$ cat src/rtl/pwm_timebase_pkg.sv
package pwm_timebase_pkg;

    localparam int CTRL_W   = 16;
    localparam int LS_W     = 3;
    localparam int HS_W     = 3;
    localparam int MODE_LSB = 0;
    localparam int LOAD_BIT = 3;
    localparam int HS_LSB   = 7;
    localparam int LS_LSB   = 10;

    localparam int LS_MAX  = (1 << LS_W) - 1;
    localparam int HS_MAX  = (1 << HS_W) - 1;
    localparam int MAX_DIV = (1 << LS_MAX) * 2 * HS_MAX;
    localparam int PS_W    = $clog2(MAX_DIV);

    typedef enum logic [1:0] {
        TB_UP     = 2'b00,
        TB_DOWN   = 2'b01,
        TB_UPDOWN = 2'b10,
        TB_HOLD   = 2'b11
    } tb_mode_e;

    typedef struct packed {
        logic [LS_W-1:0] ls;
        logic [HS_W-1:0] hs;
        logic            imm;
        tb_mode_e        mode;
    } tb_ctrl_t;

    function automatic tb_ctrl_t decode_ctrl(input logic [CTRL_W-1:0] w);
        tb_ctrl_t c;
        c.mode = tb_mode_e'(w[MODE_LSB +: 2]);
        c.imm  = w[LOAD_BIT];
        c.hs   = w[HS_LSB +: HS_W];
        c.ls   = w[LS_LSB +: LS_W];
        return c;
    endfunction

    // Terminal value of the prescale counter: total divide minus one
    function automatic logic [PS_W-1:0] ps_last(input logic [LS_W-1:0] ls,
                                                 input logic [HS_W-1:0] hs);
        int hd;
        int d;
        hd = (hs == '0) ? 1 : 2 * int'(hs);
        d  = hd << ls;
        return PS_W'(d - 1);
    endfunction

endpackage

$ cat src/rtl/pwm_prescaler.sv
module pwm_prescaler
    import pwm_timebase_pkg::*;
(
    input  logic            clk,
    input  logic            rst,
    input  logic [LS_W-1:0] ls,
    input  logic [HS_W-1:0] hs,
    output logic            tick
);
    logic [LS_W-1:0] ls_q;
    logic [HS_W-1:0] hs_q;
    logic [PS_W-1:0] pcnt;
    logic [PS_W-1:0] last;
    logic            changed;

    assign last    = ps_last(ls, hs);
    assign changed = (ls != ls_q) || (hs != hs_q);
    assign tick    = !changed && (pcnt >= last);

    always_ff @(posedge clk) begin
        if (rst) begin
            ls_q <= '0;
            hs_q <= '0;
            pcnt <= '0;
        end else begin
            ls_q <= ls;
            hs_q <= hs;
            if (changed || tick) pcnt <= '0;
            else                 pcnt <= pcnt + 1'b1;
        end
    end

    // with a divide above one, ticks never come on adjacent clocks
    a_r2_tick_spacing: assert property (@(posedge clk) disable iff (rst)
        (tick && last != '0) |=> !tick);

    // a field change restarts the divide interval from zero
    a_r3_restart: assert property (@(posedge clk) disable iff (rst)
        changed |=> (pcnt == '0));

endmodule

$ cat src/rtl/pwm_period_reg.sv
module pwm_period_reg #(
    parameter int CNT_W = 16
) (
    input  logic             clk,
    input  logic             rst,
    input  logic             imm,
    input  logic             wr_en,
    input  logic [CNT_W-1:0] wr_data,
    input  logic             zero_load,
    output logic [CNT_W-1:0] active
);
    logic [CNT_W-1:0] staged;

    always_ff @(posedge clk) begin
        if (rst) begin
            staged <= '0;
            active <= '0;
        end else begin
            if (wr_en) staged <= wr_data;
            if (wr_en && imm)   active <= wr_data;
            else if (zero_load) active <= staged;
        end
    end

    // an immediate write reaches the active period at once
    a_r8_immediate: assert property (@(posedge clk) disable iff (rst)
        (wr_en && imm) |=> (active == $past(wr_data)));

    // without a zero step or immediate write the active period holds
    a_r9_hold: assert property (@(posedge clk) disable iff (rst)
        (!zero_load && !(wr_en && imm)) |=> $stable(active));

endmodule

$ cat src/rtl/pwm_counter.sv
module pwm_counter
    import pwm_timebase_pkg::*;
#(
    parameter int CNT_W = 16
) (
    input  logic             clk,
    input  logic             rst,
    input  logic             tick,
    input  tb_mode_e         mode,
    input  logic [CNT_W-1:0] prd,
    output logic [CNT_W-1:0] cnt,
    output logic             down,
    output logic             zero_load
);
    logic [CNT_W-1:0] nxt_cnt;
    logic             nxt_down;
    logic             step;

    always_comb begin
        nxt_cnt  = cnt;
        nxt_down = down;
        unique case (mode)
            TB_UP: begin
                nxt_down = 1'b0;
                nxt_cnt  = (cnt >= prd) ? '0 : cnt + 1'b1;
            end
            TB_DOWN: begin
                nxt_down = 1'b1;
                nxt_cnt  = (cnt == '0) ? prd : cnt - 1'b1;
            end
            TB_UPDOWN: begin
                if (!down) begin
                    if (cnt >= prd) begin
                        nxt_down = 1'b1;
                        nxt_cnt  = (cnt == '0) ? '0 : cnt - 1'b1;
                    end else begin
                        nxt_cnt  = cnt + 1'b1;
                    end
                end else begin
                    if (cnt == '0) begin
                        nxt_down = 1'b0;
                        nxt_cnt  = (prd == '0) ? '0 : CNT_W'(1);
                    end else begin
                        nxt_cnt  = cnt - 1'b1;
                    end
                end
            end
            default: begin
                nxt_cnt  = cnt;
                nxt_down = down;
            end
        endcase
    end

    assign step      = tick && (mode != TB_HOLD);
    assign zero_load = step && (nxt_cnt == '0);

    always_ff @(posedge clk) begin
        if (rst) begin
            cnt  <= '0;
            down <= 1'b0;
        end else if (step) begin
            cnt  <= nxt_cnt;
            down <= nxt_down;
        end
    end

    // the counter only moves on a prescaled tick
    a_r2_no_tick_hold: assert property (@(posedge clk) disable iff (rst)
        !tick |=> ($stable(cnt) && $stable(down)));

    // below the period, up mode advances by one
    a_r4_up_step: assert property (@(posedge clk) disable iff (rst)
        (tick && mode == TB_UP && cnt < prd) |=> (cnt == $past(cnt) + 1'b1));

    // down mode reloads the period after zero
    a_r5_reload: assert property (@(posedge clk) disable iff (rst)
        (tick && mode == TB_DOWN && cnt == '0) |=> (cnt == $past(prd)));

    // up-down mode turns downward at the period
    a_r6_turn: assert property (@(posedge clk) disable iff (rst)
        (tick && mode == TB_UPDOWN && !down && cnt == prd && prd != '0) |=> down);

    // frozen mode never moves the counter
    a_r7_freeze: assert property (@(posedge clk) disable iff (rst)
        (mode == TB_HOLD) |=> ($stable(cnt) && $stable(down)));

endmodule

$ cat src/rtl/pwm_events.sv
module pwm_events #(
    parameter int CNT_W = 16
) (
    input  logic             run,
    input  logic [CNT_W-1:0] cnt,
    input  logic             down,
    input  logic [CNT_W-1:0] prd,
    input  logic [CNT_W-1:0] cmp_a,
    input  logic [CNT_W-1:0] cmp_b,
    output logic             ev_zero,
    output logic             ev_prd,
    output logic             ev_ca_up,
    output logic             ev_ca_dn,
    output logic             ev_cb_up,
    output logic             ev_cb_dn
);
    logic hit_a;
    logic hit_b;

    assign hit_a    = run && (cnt == cmp_a);
    assign hit_b    = run && (cnt == cmp_b);
    assign ev_zero  = run && (cnt == '0);
    assign ev_prd   = run && (cnt == prd);
    assign ev_ca_up = hit_a && !down;
    assign ev_ca_dn = hit_a &&  down;
    assign ev_cb_up = hit_b && !down;
    assign ev_cb_dn = hit_b &&  down;

endmodule

$ cat src/rtl/pwm_timebase.sv
module pwm_timebase
    import pwm_timebase_pkg::*;
#(
    parameter int CNT_W = 16
) (
    input  logic              clk,
    input  logic              rst,
    input  logic [CTRL_W-1:0] ctrl_word,
    input  logic              prd_we,
    input  logic [CNT_W-1:0]  prd_wdata,
    input  logic [CNT_W-1:0]  cmp_a,
    input  logic [CNT_W-1:0]  cmp_b,
    output logic [CNT_W-1:0]  tb_count,
    output logic              tb_down,
    output logic [CNT_W-1:0]  prd_active,
    output logic              evt_zero,
    output logic              evt_period,
    output logic              evt_ca_up,
    output logic              evt_ca_dn,
    output logic              evt_cb_up,
    output logic              evt_cb_dn
);
    tb_ctrl_t ctrl;
    logic     tick;
    logic     zero_load;

    assign ctrl = decode_ctrl(ctrl_word);

    pwm_prescaler u_presc (
        .clk  (clk),
        .rst  (rst),
        .ls   (ctrl.ls),
        .hs   (ctrl.hs),
        .tick (tick)
    );

    pwm_period_reg #(.CNT_W(CNT_W)) u_prd (
        .clk       (clk),
        .rst       (rst),
        .imm       (ctrl.imm),
        .wr_en     (prd_we),
        .wr_data   (prd_wdata),
        .zero_load (zero_load),
        .active    (prd_active)
    );

    pwm_counter #(.CNT_W(CNT_W)) u_cnt (
        .clk       (clk),
        .rst       (rst),
        .tick      (tick),
        .mode      (ctrl.mode),
        .prd       (prd_active),
        .cnt       (tb_count),
        .down      (tb_down),
        .zero_load (zero_load)
    );

    pwm_events #(.CNT_W(CNT_W)) u_evt (
        .run      (ctrl.mode != TB_HOLD),
        .cnt      (tb_count),
        .down     (tb_down),
        .prd      (prd_active),
        .cmp_a    (cmp_a),
        .cmp_b    (cmp_b),
        .ev_zero  (evt_zero),
        .ev_prd   (evt_period),
        .ev_ca_up (evt_ca_up),
        .ev_ca_dn (evt_ca_dn),
        .ev_cb_up (evt_cb_up),
        .ev_cb_dn (evt_cb_dn)
    );

    // a frozen counter raises no event flag
    a_r10_hold_quiet: assert property (@(posedge clk) disable iff (rst)
        (ctrl_word[1:0] == 2'b11) |-> !(evt_zero || evt_period || evt_ca_up ||
                                        evt_ca_dn || evt_cb_up || evt_cb_dn));

    // the up and down compare flags of one channel never coincide
    a_r11_dir_split: assert property (@(posedge clk) disable iff (rst)
        $onehot0({evt_ca_up, evt_ca_dn}) && $onehot0({evt_cb_up, evt_cb_dn}));

endmodule

$ cat config.mk
export PLATFORM = sky130hd
export DESIGN_NAME = pwm_timebase
export DESIGN_NICKNAME = d
export VERILOG_FILES = /design/src/rtl/pwm_timebase_pkg.sv /design/src/rtl/pwm_prescaler.sv /design/src/rtl/pwm_period_reg.sv /design/src/rtl/pwm_counter.sv /design/src/rtl/pwm_events.sv /design/src/rtl/pwm_timebase.sv
export SDC_FILE = /design/constraint.sdc
export NUM_CORES = 1
export LEC_CHECK = 0
export ABC_AREA = 0
export BUFFER_PORTS_ARGS = -buffer_cell sky130_fd_sc_hd__buf_4
export CORE_MARGIN = 2
export CORE_UTILIZATION = 45
export CTS_CLUSTER_DIAMETER = 50
export DETAILED_ROUTE_END_ITERATION = 7
export GPL_TIMING_DRIVEN = 1
export HOLD_SLACK_MARGIN = 0.08
export PLACE_DENSITY = 0.74
export SYNTH_ARGS = -nofsm -noshare
export SYNTH_HDL_FRONTEND = slang
export SYNTH_SLANG_ARGS = --single-unit
$ cat constraint.sdc
create_clock -name clk -period 6.4 [get_ports clk]
set_input_delay 0.96 -clock clk [delete_from_list [all_inputs] [get_ports clk]]
set_output_delay 0.96 -clock clk [all_outputs]
set_load 0.02 [all_outputs]
[Yosys cells after proc, flatten, opt, wreduce, memory -nomap -nowiden]
Cells that the tools add are included.
Storage, ports and cells
  output and inout port bits: 39
  register bits after elaboration: 66
  input bits: 67
  word-level logic and storage cells: 62
Cells by class
  add/subtract/negate cells: 4
  reduce and logical (&&, ||, !) cells: 25
  equal/unequal tests: 8
  $lt $le $gt $ge: 2
  shift-type cells: 1
  multiplexer cells: 15
Operators with widths (count)
  $mux W16: 8
  $eq A16 B16 Y1: 3
  $logic_not A16 Y1: 3
  $pmux W16 S3: 1
  $shl A32 B3 Y11: 1
  $add A16 B1 Y16 const B: 1
  $ge A16 B16 Y1: 1
  $sub A16 B1 Y16 const B: 1
  $logic_and A1 B1 Y1: 12
  $add A11 B1 Y11 const B: 1
  $ge A11 B11 Y1: 1
  $sub A11 B2 Y11 const B: 1
  $ne A3 B3 Y1: 2
  $mux W1: 4
  $mux W4: 1
  $logic_not A3 Y1: 1
  $pmux W1 S3: 1
  $reduce_bool A3 Y1: 1
  $eq A2 B1 Y1 const B: 1
  $eq A2 B2 Y1 const B: 1
  $logic_not A1 Y1: 2
  $logic_not A2 Y1: 1
  $logic_or A1 B1 Y1: 2
  $ne A2 B2 Y1 const B: 1
  other kinds (3): 3

[Depth between registers and ports, before layout]
Gate-level depths: netlist of the first run.
  word-level depth: 10
  gate-level depth with buffers: 20
  depth with buffers taken out: 18

[Modules after synthesis]
Synthesis of the first run repeated with hierarchy kept, for this count alone.
Unflattened totals
  cells, all modules: 716
  area, all modules: 5824.3 µm²
Modules (own cells, without submodules)
  pwm_counter: cells an instance 322, times used 1, area an instance 2312.2 µm², sequential area each 340.3 µm²
  pwm_period_reg: cells an instance 124, times used 1, area an instance 1433.9 µm², sequential area each 640.6 µm²
  pwm_prescaler: cells an instance 179, times used 1, area an instance 1432.6 µm², sequential area each 340.3 µm²
  pwm_events: cells an instance 90, times used 1, area an instance 641.9 µm², sequential area each 0.0 µm²
  pwm_timebase: cells an instance 1, times used 1, area an instance 3.8 µm², sequential area each 0.0 µm²

[Least setup slack after synthesis of the first run]
OpenSTA, ideal clock, no wires.
  path kind: input port to flip-flop
  from: input ctrl_word[8]
  to: register u_prd.active[10]
  library setup time: 0.121 ns
  arrival time: 4.820 ns
  buffers on the path: 2
  stages: 20
  path slack: 1.458 ns
  required time: 6.279 ns
  cells stage by stage: clkbuf_1 > nor3_1 > a21oi_1 > or3_1 > ha_1 > o211ai_1 > or3_1 > a21oi_1 > nand2b_1 > mux2_2 > ha_1 > a2111oi_0 > o21a_1 > o31ai_1 > nand4_1 > a2111oi_0 > o2111a_2 > a31oi_4 > buf_6 > mux2_4
On the way
  longest elaborated chain between the ends: 9
  elaborated cells on any way between the ends: 12
  those cells by class: add/sub (1); order compare (1); eq/ne (1); shift (1); mux (1); reduce/logical (7)
RTL lines
  start, declared: line pwm_timebase.sv:8  | input logic [CTRL_W-1:0] ctrl_word,
  $logic_not A3 Y1: line pwm_timebase_pkg.sv:44  | hd = (hs == '0) ? 1 : 2 * int'(hs);
  $mux W4: line pwm_timebase_pkg.sv:44
  $shl A32 B3 Y11: line pwm_timebase_pkg.sv:45  | d = hd << ls;
  $sub A11 B2 Y11: line pwm_timebase_pkg.sv:46  | return PS_W'(d - 1);
  $ge A11 B11 Y1: line pwm_prescaler.sv:18  | assign tick = !changed && (pcnt >= last);
  $logic_and A1 B1 Y1 *: line pwm_prescaler.sv:18
  $logic_and A1 B1 Y1 *: line pwm_counter.sv:55  | assign step = tick && (mode != TB_HOLD);
  $logic_and A1 B1 Y1 *: line pwm_counter.sv:56  | assign zero_load = step && (nxt_cnt == '0);
  $reduce_bool A2 Y1 (no line) *
  end signal, assigned: line pwm_period_reg.sv:20  | if (wr_en && imm) active <= wr_data;
  end signal, assigned: line pwm_period_reg.sv:21  | else if (zero_load) active <= staged;
  end, declared: line pwm_period_reg.sv:10  | output logic [CNT_W-1:0] active
Every way passes the cells marked *; elsewhere a longest branch is shown, timed or not.
A chain may end at the register's enable or synchronous reset.

[Final worst setup path of the first run]
  from: input ctrl_word[7]
  to: register u_prd.active[3]
Same word-level chain as after synthesis.

==> flow_metrics.py, run 1 <==
metrics = {
    "global_route": {
        "vias_in_the_first_global_route": 5569,
        "grt.total_usage_pct": 26.3,
        "grt_pass1_wl_mm": 29.9,
        "grt_start_max_net_pins": 73,
        "grt_antenna_before_repair": 0,
        "grt_overflow_total": 0,
    },
    "synth": {
        "ys_top_cells_by_area": "sky130_fd_sc_hd__dfxtp_1 22%, sky130_fd_sc_hd__ha_1 7.4%, sky130_fd_sc_hd__xor2_1 7.4%",
        "syn_area_per_cell_um2": 7.80,
        "synth_edf_count": 0,
        "post_synth_num_cell_types": 74,
        "synth.cell_area_um2": 5910,
        "synth_top_flop_cell": "sky130_fd_sc_hd__dfxtp_1",
        "async_flop_share_pct": 0,
        "syn_inst": 758,
        "ys_ff_latch": 66,
        "share_of_the_synthesized_area_in_the_top_cell_type_pct": 22.4,
        "ys.warnings.count": 0,
        "sequential_fraction_of_the_synthesis_area_pct": 22.4,
        "post-synth-top-area-cell": "sky130_fd_sc_hd__dfxtp_1",
        "synthesized_net_count": 860,
    },
    "worst_setup_path": {
        "crit_required_ps": 6620,
        "critical_path.reg2reg.endpoint": "u_prd.active[11]$_SDFFE_PP0P_",
        "cp_max_fo": 16,
        "r2r-start": "u_cnt.cnt[0]$_SDFFE_PP0P_",
        "timing.critical_path.to_type": "register",
        "ff2ff_setup_slack_ps": 1290,
        "cpPeakStageDelay_ps": 620,
        "start_kind": "input port",
        "critical_path.slowest_cell": "sky130_fd_sc_hd__a31oi_4",
        "depth_of_the_worst_register_to_register_path": 12,
        "setup.worst_path.class": "in -> reg",
        "cp_arrival_ps": 5570,
        "crit_chain": "buf_4, nor3_1, a21oi_1, or3_1, ha_1, o211ai_1, or3_1, a21oi_1, nand2b_1, mux2_2, ha_1, a2111oi_0, o21a_1, o31ai_1, nand4_1, a2111oi_0, o2111a_2, a31oi_4, mux2_2",
    },
    "worst_hold_path": {
        "hold_path_class": "reg -> reg",
        "timing.hold.worst.start": "u_presc.pcnt[0]$_SDFF_PP0_",
        "hold-path-endpoint": "u_presc.pcnt[0]$_SDFF_PP0_",
        "hold-path-cell-count": 1,
    },
    "drt": {
        "antenna_violating_nets_post_route": 0,
        "vias_after_detailed_routing": 5954,
        "drc_errors": 0,
        "detail_route.vias_per_cell": 5.94,
        "drt-wirelength-per-cell_um": 18.4,
        "firstDrtPassIters": 5,
        "routed_wirelength_mm": 18.5,
        "drt_iter0_markers": 547,
    },
    "floorplanning": {
        "die-width_um": 119,
        "total_die_area_um2": 14100,
        "row_count": 41,
        "design.core.area_um2": 12700,
        "io_pins": 106,
        "die_boundary_height_um": 119,
        "initial_utilization_pct": 46.4,
    },
    "place": {
        "io_buffers": 98,
        "place.gp.congestion": 1.00,
        "place_hpwl_mm": 13.3,
        "placement.cell_area_um2": 6740,
    },
    "clock_network": {
        "cts_tree": "built",
        "postCtsResizedCells": 0,
        "clock_sinks": 66,
        "insertion_delay_ps": 340,
        "postCtsHoldBufs": 0,
        "cts_setup_buffers": 0,
        "clk_root_buffer_cell": "sky130_fd_sc_hd__clkbuf_16",
        "number_of_clock_buffers_inserted_by_tritoncts": 9,
        "total_number_of_h_tree_levels": 3,
        "path_clk_slew_ps": 50,
        "max-clock-path-buffers": 2,
    },
    "power": {
        "power.share.clock_pct": 44.4,
        "sw_frac_of_total_pct": 27.3,
        "vdd_drop_max_mv": 0.144,
        "p_per_area_nw_per_um2": 169,
        "p_int_mw": 0.867,
        "power_frac_comb_pct": 19.4,
        "cellLeakagePower_nw": 3.11,
        "share_seq_of_total_power_pct": 36.2,
        "p_switching_mw": 0.326,
        "design_power_total_mw": 1.19,
    },
    "cells_and_area": {
        "net_count_reported_at_finish": 930,
        "diodes": 0,
        "finish.instance_area_um2": 7050,
        "layout_stage_area_growth_over_the_synthesis_result_pct": 19.2,
        "drive_gt1_share_pct": 19.1,
    },
    "sta": {
        "setup_tns_ps": 0,
        "finalHoldViolations": 0,
        "setup_repair_after_global_routing_missed_its_margin": "false",
        "min_period_ps": 5350,
        "finClkSkew_ps": 11.8,
        "relSlewSlack_pct": 27.8,
        "timing.fmax_ghz": 0.187,
        "worst_max_slew_pin_slew_ps": 1080,
        "post-route-period-util_pct": 83.6,
        "timing.final.setup_violations": 0,
        "final_max_slew_viol_count": 0,
        "timing.hold.ws_ps": 474,
    },
    "job": {
        "drv_cap": 0,
    },
    "status": {
        "outcome": "finished clean",
    },
}
[metal layers]
metal | vias up | global-route usage (%) | share of wire [%]
met5 | - | 0 | 0
li1 | 2875 | - | -
met2 | 312 | 40.0 | 44
met4 | 0 | 9.15 | 2.4
met3 | 47 | 5.94 | 9.9
met1 | 2720 | 36.4 | 44
[worst max-delay path by stage]
stage | cells past startpoint | slack (ps) | startpoint | end
floorplan | 20 | 1460 | ctrl_word[8] | u_prd.active[10]$_SDFFE_PP0P_
CTS | 19 | 1070 | ctrl_word[7] | u_prd.active[3]$_SDFFE_PP0P_
global placement | 19 | 890 | ctrl_word[7] | u_prd.active[2]$_SDFFE_PP0P_
global route | 19 | 670 | ctrl_word[7] | u_prd.active[3]$_SDFFE_PP0P_
finish | 19 | 1050 | ctrl_word[7] | u_prd.active[3]$_SDFFE_PP0P_
detailed placement | 19 | 720 | ctrl_word[7] | u_prd.active[4]$_SDFFE_PP0P_
[final cells by class]
class	count	area [um2]
clock buffer	11	243
clock inverter	3	65.1
fill	1242	5680
inverter	37	139
multi-input combinational	601	4220
sequential	66	1320
tap	172	215
timing repair buffer	113	848
[synth_stat cells, types with 3 or more instances]
cell type	count
sky130_fd_sc_hd__inv_1	37
sky130_fd_sc_hd__mux2i_1	36
sky130_fd_sc_hd__o21a_1	3
sky130_fd_sc_hd__a31oi_1	8
sky130_fd_sc_hd__and4_1	3
sky130_fd_sc_hd__nor3_1	23
sky130_fd_sc_hd__o22ai_1	3
sky130_fd_sc_hd__nor2_1	108
sky130_fd_sc_hd__o21ai_0	22
sky130_fd_sc_hd__nand2b_1	11
sky130_fd_sc_hd__xnor2_1	19
sky130_fd_sc_hd__buf_6	4
sky130_fd_sc_hd__mux2_4	9
sky130_fd_sc_hd__o21ai_1	5
sky130_fd_sc_hd__nand2_1	41
sky130_fd_sc_hd__or4_4	3
sky130_fd_sc_hd__o31a_1	3
sky130_fd_sc_hd__a21o_1	6
sky130_fd_sc_hd__mux2_2	11
sky130_fd_sc_hd__nor4_1	19
sky130_fd_sc_hd__ha_1	35
sky130_fd_sc_hd__o2111ai_1	4
sky130_fd_sc_hd__and2_1	4
sky130_fd_sc_hd__a211oi_1	13
sky130_fd_sc_hd__clkbuf_1	45
sky130_fd_sc_hd__a2111oi_0	4
sky130_fd_sc_hd__o211ai_1	11
sky130_fd_sc_hd__or4_1	4
sky130_fd_sc_hd__nand4_1	13
sky130_fd_sc_hd__dfxtp_1	66
sky130_fd_sc_hd__nand3_1	21
sky130_fd_sc_hd__nor2b_1	9
sky130_fd_sc_hd__o31ai_1	6
sky130_fd_sc_hd__and3_1	5
sky130_fd_sc_hd__buf_1	4
sky130_fd_sc_hd__xor2_1	50
sky130_fd_sc_hd__a32oi_1	3
sky130_fd_sc_hd__a21oi_1	32
sky130_fd_sc_hd__or3_1	8
sky130_fd_sc_hd__a211o_1	3
[critical path: cells and delay by family]
kind | cells | cell delay [ps]
buffers and inverters | 1 | 150
AOI/OAI and AO/OA | 9 | 1980
muxes | 2 | 750
adders and majority gates | 2 | 440
and+or+nand+nor | 5 | 1310
[sequential cells by signal (all words and copies together), names as in the netlist]
register      count
u_cnt.cnt        16
u_prd.active     16
u_prd.staged     16
u_presc.pcnt     11
u_presc.hs_q      3
u_presc.ls_q      3
u_cnt.down        1
[cells by family (layout without fill, tap and decap cells)]
kind of cell	count (synthesis)	count (layout)	share of synthesized area (%)
buffers and inverters	91	164	6.31
AOI/OAI and AO/OA	157	157	19.2
DFF	66	66	22.4
adders and majority gates	35	35	7.41
muxes	56	56	10.5
xor gates and xnor gates	69	69	10.2
and+or+nand+nor	284	284	24.0
[power by group through the flow]
stage / sequential (mW) / combinational (mW) / clock (mW)
floorplan: 0.443 / 0.147 / 0
finish: 0.432 / 0.231 / 0.530
global route: 0.433 / 0.251 / 0.558
global placement: 0.440 / 0.226 / 0
CTS: 0.432 / 0.228 / 0.538
detailed placement: 0.441 / 0.227 / 0
[through the flow]
step / util (%) / std cells / setup slack, ps
4_1_cts: 55.4 / 1003 / 1070
2_1_floorplan: - / 758 / 1460
3_5_place_dp: 53.0 / 989 / 718
5_1_grt: 55.4 / 1003 / 667
3_3_place_gp: 53.0 / 989 / 886
6_report: 55.4 / 1003 / 1050
[cell usage in the layout (no fill, tap or decap), types with 11 or more instances in the layout]
master,instances
sky130_fd_sc_hd__ha_1,35
sky130_fd_sc_hd__a211oi_1,13
sky130_fd_sc_hd__xor2_1,50
sky130_fd_sc_hd__mux2i_1,36
sky130_fd_sc_hd__xnor2_1,19
sky130_fd_sc_hd__inv_1,37
sky130_fd_sc_hd__nand2_1,41
sky130_fd_sc_hd__nor2_1,108
sky130_fd_sc_hd__dfxtp_1,66
sky130_fd_sc_hd__nand3_1,21
sky130_fd_sc_hd__nor3_1,23
sky130_fd_sc_hd__a21oi_1,32
sky130_fd_sc_hd__o21ai_0,22
sky130_fd_sc_hd__o211ai_1,11
sky130_fd_sc_hd__buf_4,113
sky130_fd_sc_hd__nor4_1,19
sky130_fd_sc_hd__mux2_2,11
sky130_fd_sc_hd__nand4_1,13
sky130_fd_sc_hd__nand2b_1,11
(Power assumes the default switching activity.)
==> inputs of run 2 (changes only) <==
--- a/config.mk
+++ b/config.mk
@@ -13,7 +13,7 @@
 export DETAILED_ROUTE_END_ITERATION = 7
 export GPL_TIMING_DRIVEN = 1
 export HOLD_SLACK_MARGIN = 0.08
-export PLACE_DENSITY = 0.74
+export PLACE_DENSITY = 0.76
 export SYNTH_ARGS = -nofsm -noshare
 export SYNTH_HDL_FRONTEND = slang
 export SYNTH_SLANG_ARGS = --single-unit
==> constraint.sdc (replaced) <==
create_clock -name clk -period 4.5 [get_ports clk]
set_input_delay 0.675 -clock clk [delete_from_list [all_inputs] [get_ports clk]]
set_output_delay 0.675 -clock clk [all_outputs]
set_load 0.02 [all_outputs]
==> run 2 against run 1 <==
Utilization rose by 3.2 points. Sequential share of layout area fell by 1.0 points. Register-to-register slack got worse by 950 ps. Final cell count rose by 5.1%. Die area did not move. Largest cell class unchanged.
==> flow_metrics.py, run 2 (synthesized netlist as in run 1, its figures left out) <==
metrics = {
    "cells_and_area": {
        "layout.cells.most_common": "sky130_fd_sc_hd__buf_4",
        "layout_stage_area_growth_over_the_synthesis_result_pct": 26.1,
        "drive_gt1_share_pct": 24.5,
        "mostFrequentLayoutCells": "160 x sky130_fd_sc_hd__buf_4, 108 x sky130_fd_sc_hd__nor2_1, 66 x sky130_fd_sc_hd__dfxtp_1",
        "finalCoreUtilization_pct": 58.6,
        "num-fill-cells": 1195,
        "diodes": 0,
        "final_cells": 1054,
        "net_count_reported_at_finish": 979,
        "largestRegisters": "u_cnt.cnt: 16 flops, u_prd.active: 16 flops, u_prd.staged: 16 flops",
    },
    "floorplanning": {
        "die-width_um": 119,
        "design.core.area_um2": 12700,
        "io_pins": 106,
        "total_die_area_um2": 14100,
        "die_boundary_height_um": 119,
        "row_count": 41,
        "initial_utilization_pct": 46.4,
    },
    "global_route": {
        "grt_start_max_net_pins": 73,
        "grt_antenna_before_repair": 0,
        "grt_overflow_total": 0,
        "grt.total_usage_pct": 27.9,
        "grt_pass1_wl_mm": 31.5,
        "vias_in_the_first_global_route": 6017,
    },
    "place": {
        "place.detailed.instances": 1038,
        "place_hpwl_mm": 14.7,
        "worst_slack_at_placement_ps": -101,
        "place.gp.congestion": 1.03,
        "io_buffers": 98,
    },
    "drt": {
        "firstDrtPassIters": 5,
        "drc_errors": 0,
        "antenna_violating_nets_post_route": 0,
        "detail_route.vias_per_cell": 5.95,
        "routed_wirelength_mm": 19.5,
        "vias_after_detailed_routing": 6271,
        "drt_iter0_markers": 495,
        "drt-wirelength-per-cell_um": 18.5,
    },
    "worst_setup_path": {
        "cp_arrival_ps": 4440,
        "ff2ff_setup_slack_ps": 340,
        "cp_max_fo": 16,
        "start_kind": "input port",
        "setup.worst_path.class": "in -> reg",
        "timing.critical_path.to_type": "register",
        "crit_required_ps": 4720,
    },
    "worst_hold_path": {
        "hold_path_class": "reg -> reg",
    },
    "clock_network": {
        "total_number_of_h_tree_levels": 3,
        "clock_sinks": 66,
        "clk_root_buffer_cell": "sky130_fd_sc_hd__clkbuf_16",
        "insertion_delay_ps": 340,
        "number_of_clock_buffers_inserted_by_tritoncts": 9,
        "cts_tree": "built",
        "postCtsHoldBufs": 0,
        "path_clk_slew_ps": 60,
        "max-clock-path-buffers": 2,
    },
    "sta": {
        "post-route-period-util_pct": 93.7,
        "final_max_slew_viol_count": 0,
        "finClkSkew_ps": 8.77,
        "relSlewSlack_pct": 27.4,
        "timing.fmax_ghz": 0.237,
        "timing.final.setup_violations": 0,
        "timing.hold.ws_ps": 486,
        "finalHoldViolations": 0,
        "layout_setup_ws_ps": 285,
        "min_period_ps": 4210,
        "setup_repair_after_global_routing_missed_its_margin": "false",
        "worst_max_slew_pin_slew_ps": 1090,
    },
    "power": {
        "p_per_area_nw_per_um2": 224,
        "cellLeakagePower_nw": 3.35,
        "vdd_drop_max_mv": 0.275,
        "design_power_total_mw": 1.67,
    },
    "status": {
        "outcome": "finished clean",
    },
    "job": {
        "drv_cap": 0,
    },
}
-- run 2: cell types whose count changed in the layout (fill, tap and decap cells not counted), sizes merged --
cell / delta
clkbuf: +1
clkinv: +1
clkinvlp: +2
bufinv: -2
buf: +49
-- run 2: per-stage QoR --
step / setup TNS, ps / area (um2)
floorplan: 0 / 5920
global placement: -349 / 7140
detailed placement: -1340 / 7140
CTS: 0 / 7430
global route: 0 / 7450
finish: 0 / 7450
-- run 2: layer usage --
| metal | up-vias | part of all wire, % | track usage [%] |
|---|---|---|---|
| met5 | - | 0 | 0 |
| li1 | 2969 | - | - |
| met3 | 72 | 11 | 6.81 |
| met1 | 2855 | 42 | 37.9 |
| met2 | 375 | 43 | 41.5 |
| met4 | 0 | 3.8 | 12.5 |
-- run 2: worst paths after layout --
path | startpoint | to | cells past startpoint
max | ctrl_word[7] | u_prd.active[11]$_SDFFE_PP0P_ | 18
max reg2reg | u_prd.active[11]$_SDFFE_PP0P_ | u_prd.active[11]$_SDFFE_PP0P_ | 14
min | u_presc.pcnt[0]$_SDFF_PP0_ | u_presc.pcnt[0]$_SDFF_PP0_ | 1
min reg2reg | u_presc.pcnt[0]$_SDFF_PP0_ | u_presc.pcnt[0]$_SDFF_PP0_ | 1
-- run 2: worst max-delay path: stages --
cell and delay [ps]:
sky130_fd_sc_hd__buf_4 120, sky130_fd_sc_hd__nor3_2 190, sky130_fd_sc_hd__a21oi_1 90, sky130_fd_sc_hd__or3_1 350
sky130_fd_sc_hd__ha_1 230, sky130_fd_sc_hd__o211ai_1 130, sky130_fd_sc_hd__nor2_1 100, sky130_fd_sc_hd__xnor2_1 150
sky130_fd_sc_hd__ha_1 310, sky130_fd_sc_hd__o21a_1 150, sky130_fd_sc_hd__o211ai_1 120, sky130_fd_sc_hd__o31ai_1 390
sky130_fd_sc_hd__nand4_1 260, sky130_fd_sc_hd__a2111oi_2 280, sky130_fd_sc_hd__o2111a_2 280, sky130_fd_sc_hd__a31oi_4 100
sky130_fd_sc_hd__buf_12 220, sky130_fd_sc_hd__mux2_4 290
-- run 2: final cells by class --
class / count / area (um2) / area share (%)
Clock inverter: 4 / 25.0 / 0.336
Inverter: 37 / 139 / 1.86
Tap cell: 172 / 215 / 2.89
Multi-Input combinational cell: 601 / 4240 / 57.0
Clock buffer: 12 / 267 / 3.58
Timing Repair Buffer: 162 / 1240 / 16.7
Sequential cell: 66 / 1320 / 17.7
-- run 2: power by group --
group          internal (mW)  leakage, nW  switching (mW)
combinational          0.178         2.67           0.207
clock                  0.415        0.141           0.256
sequential             0.602        0.538          0.0125
total                   1.19         3.35           0.475
-- run 2: what timing repair did --
action,CTS,global route
buffers inserted,0,0
endpoints found under the setup margin,0,17
resized for setup,0,5
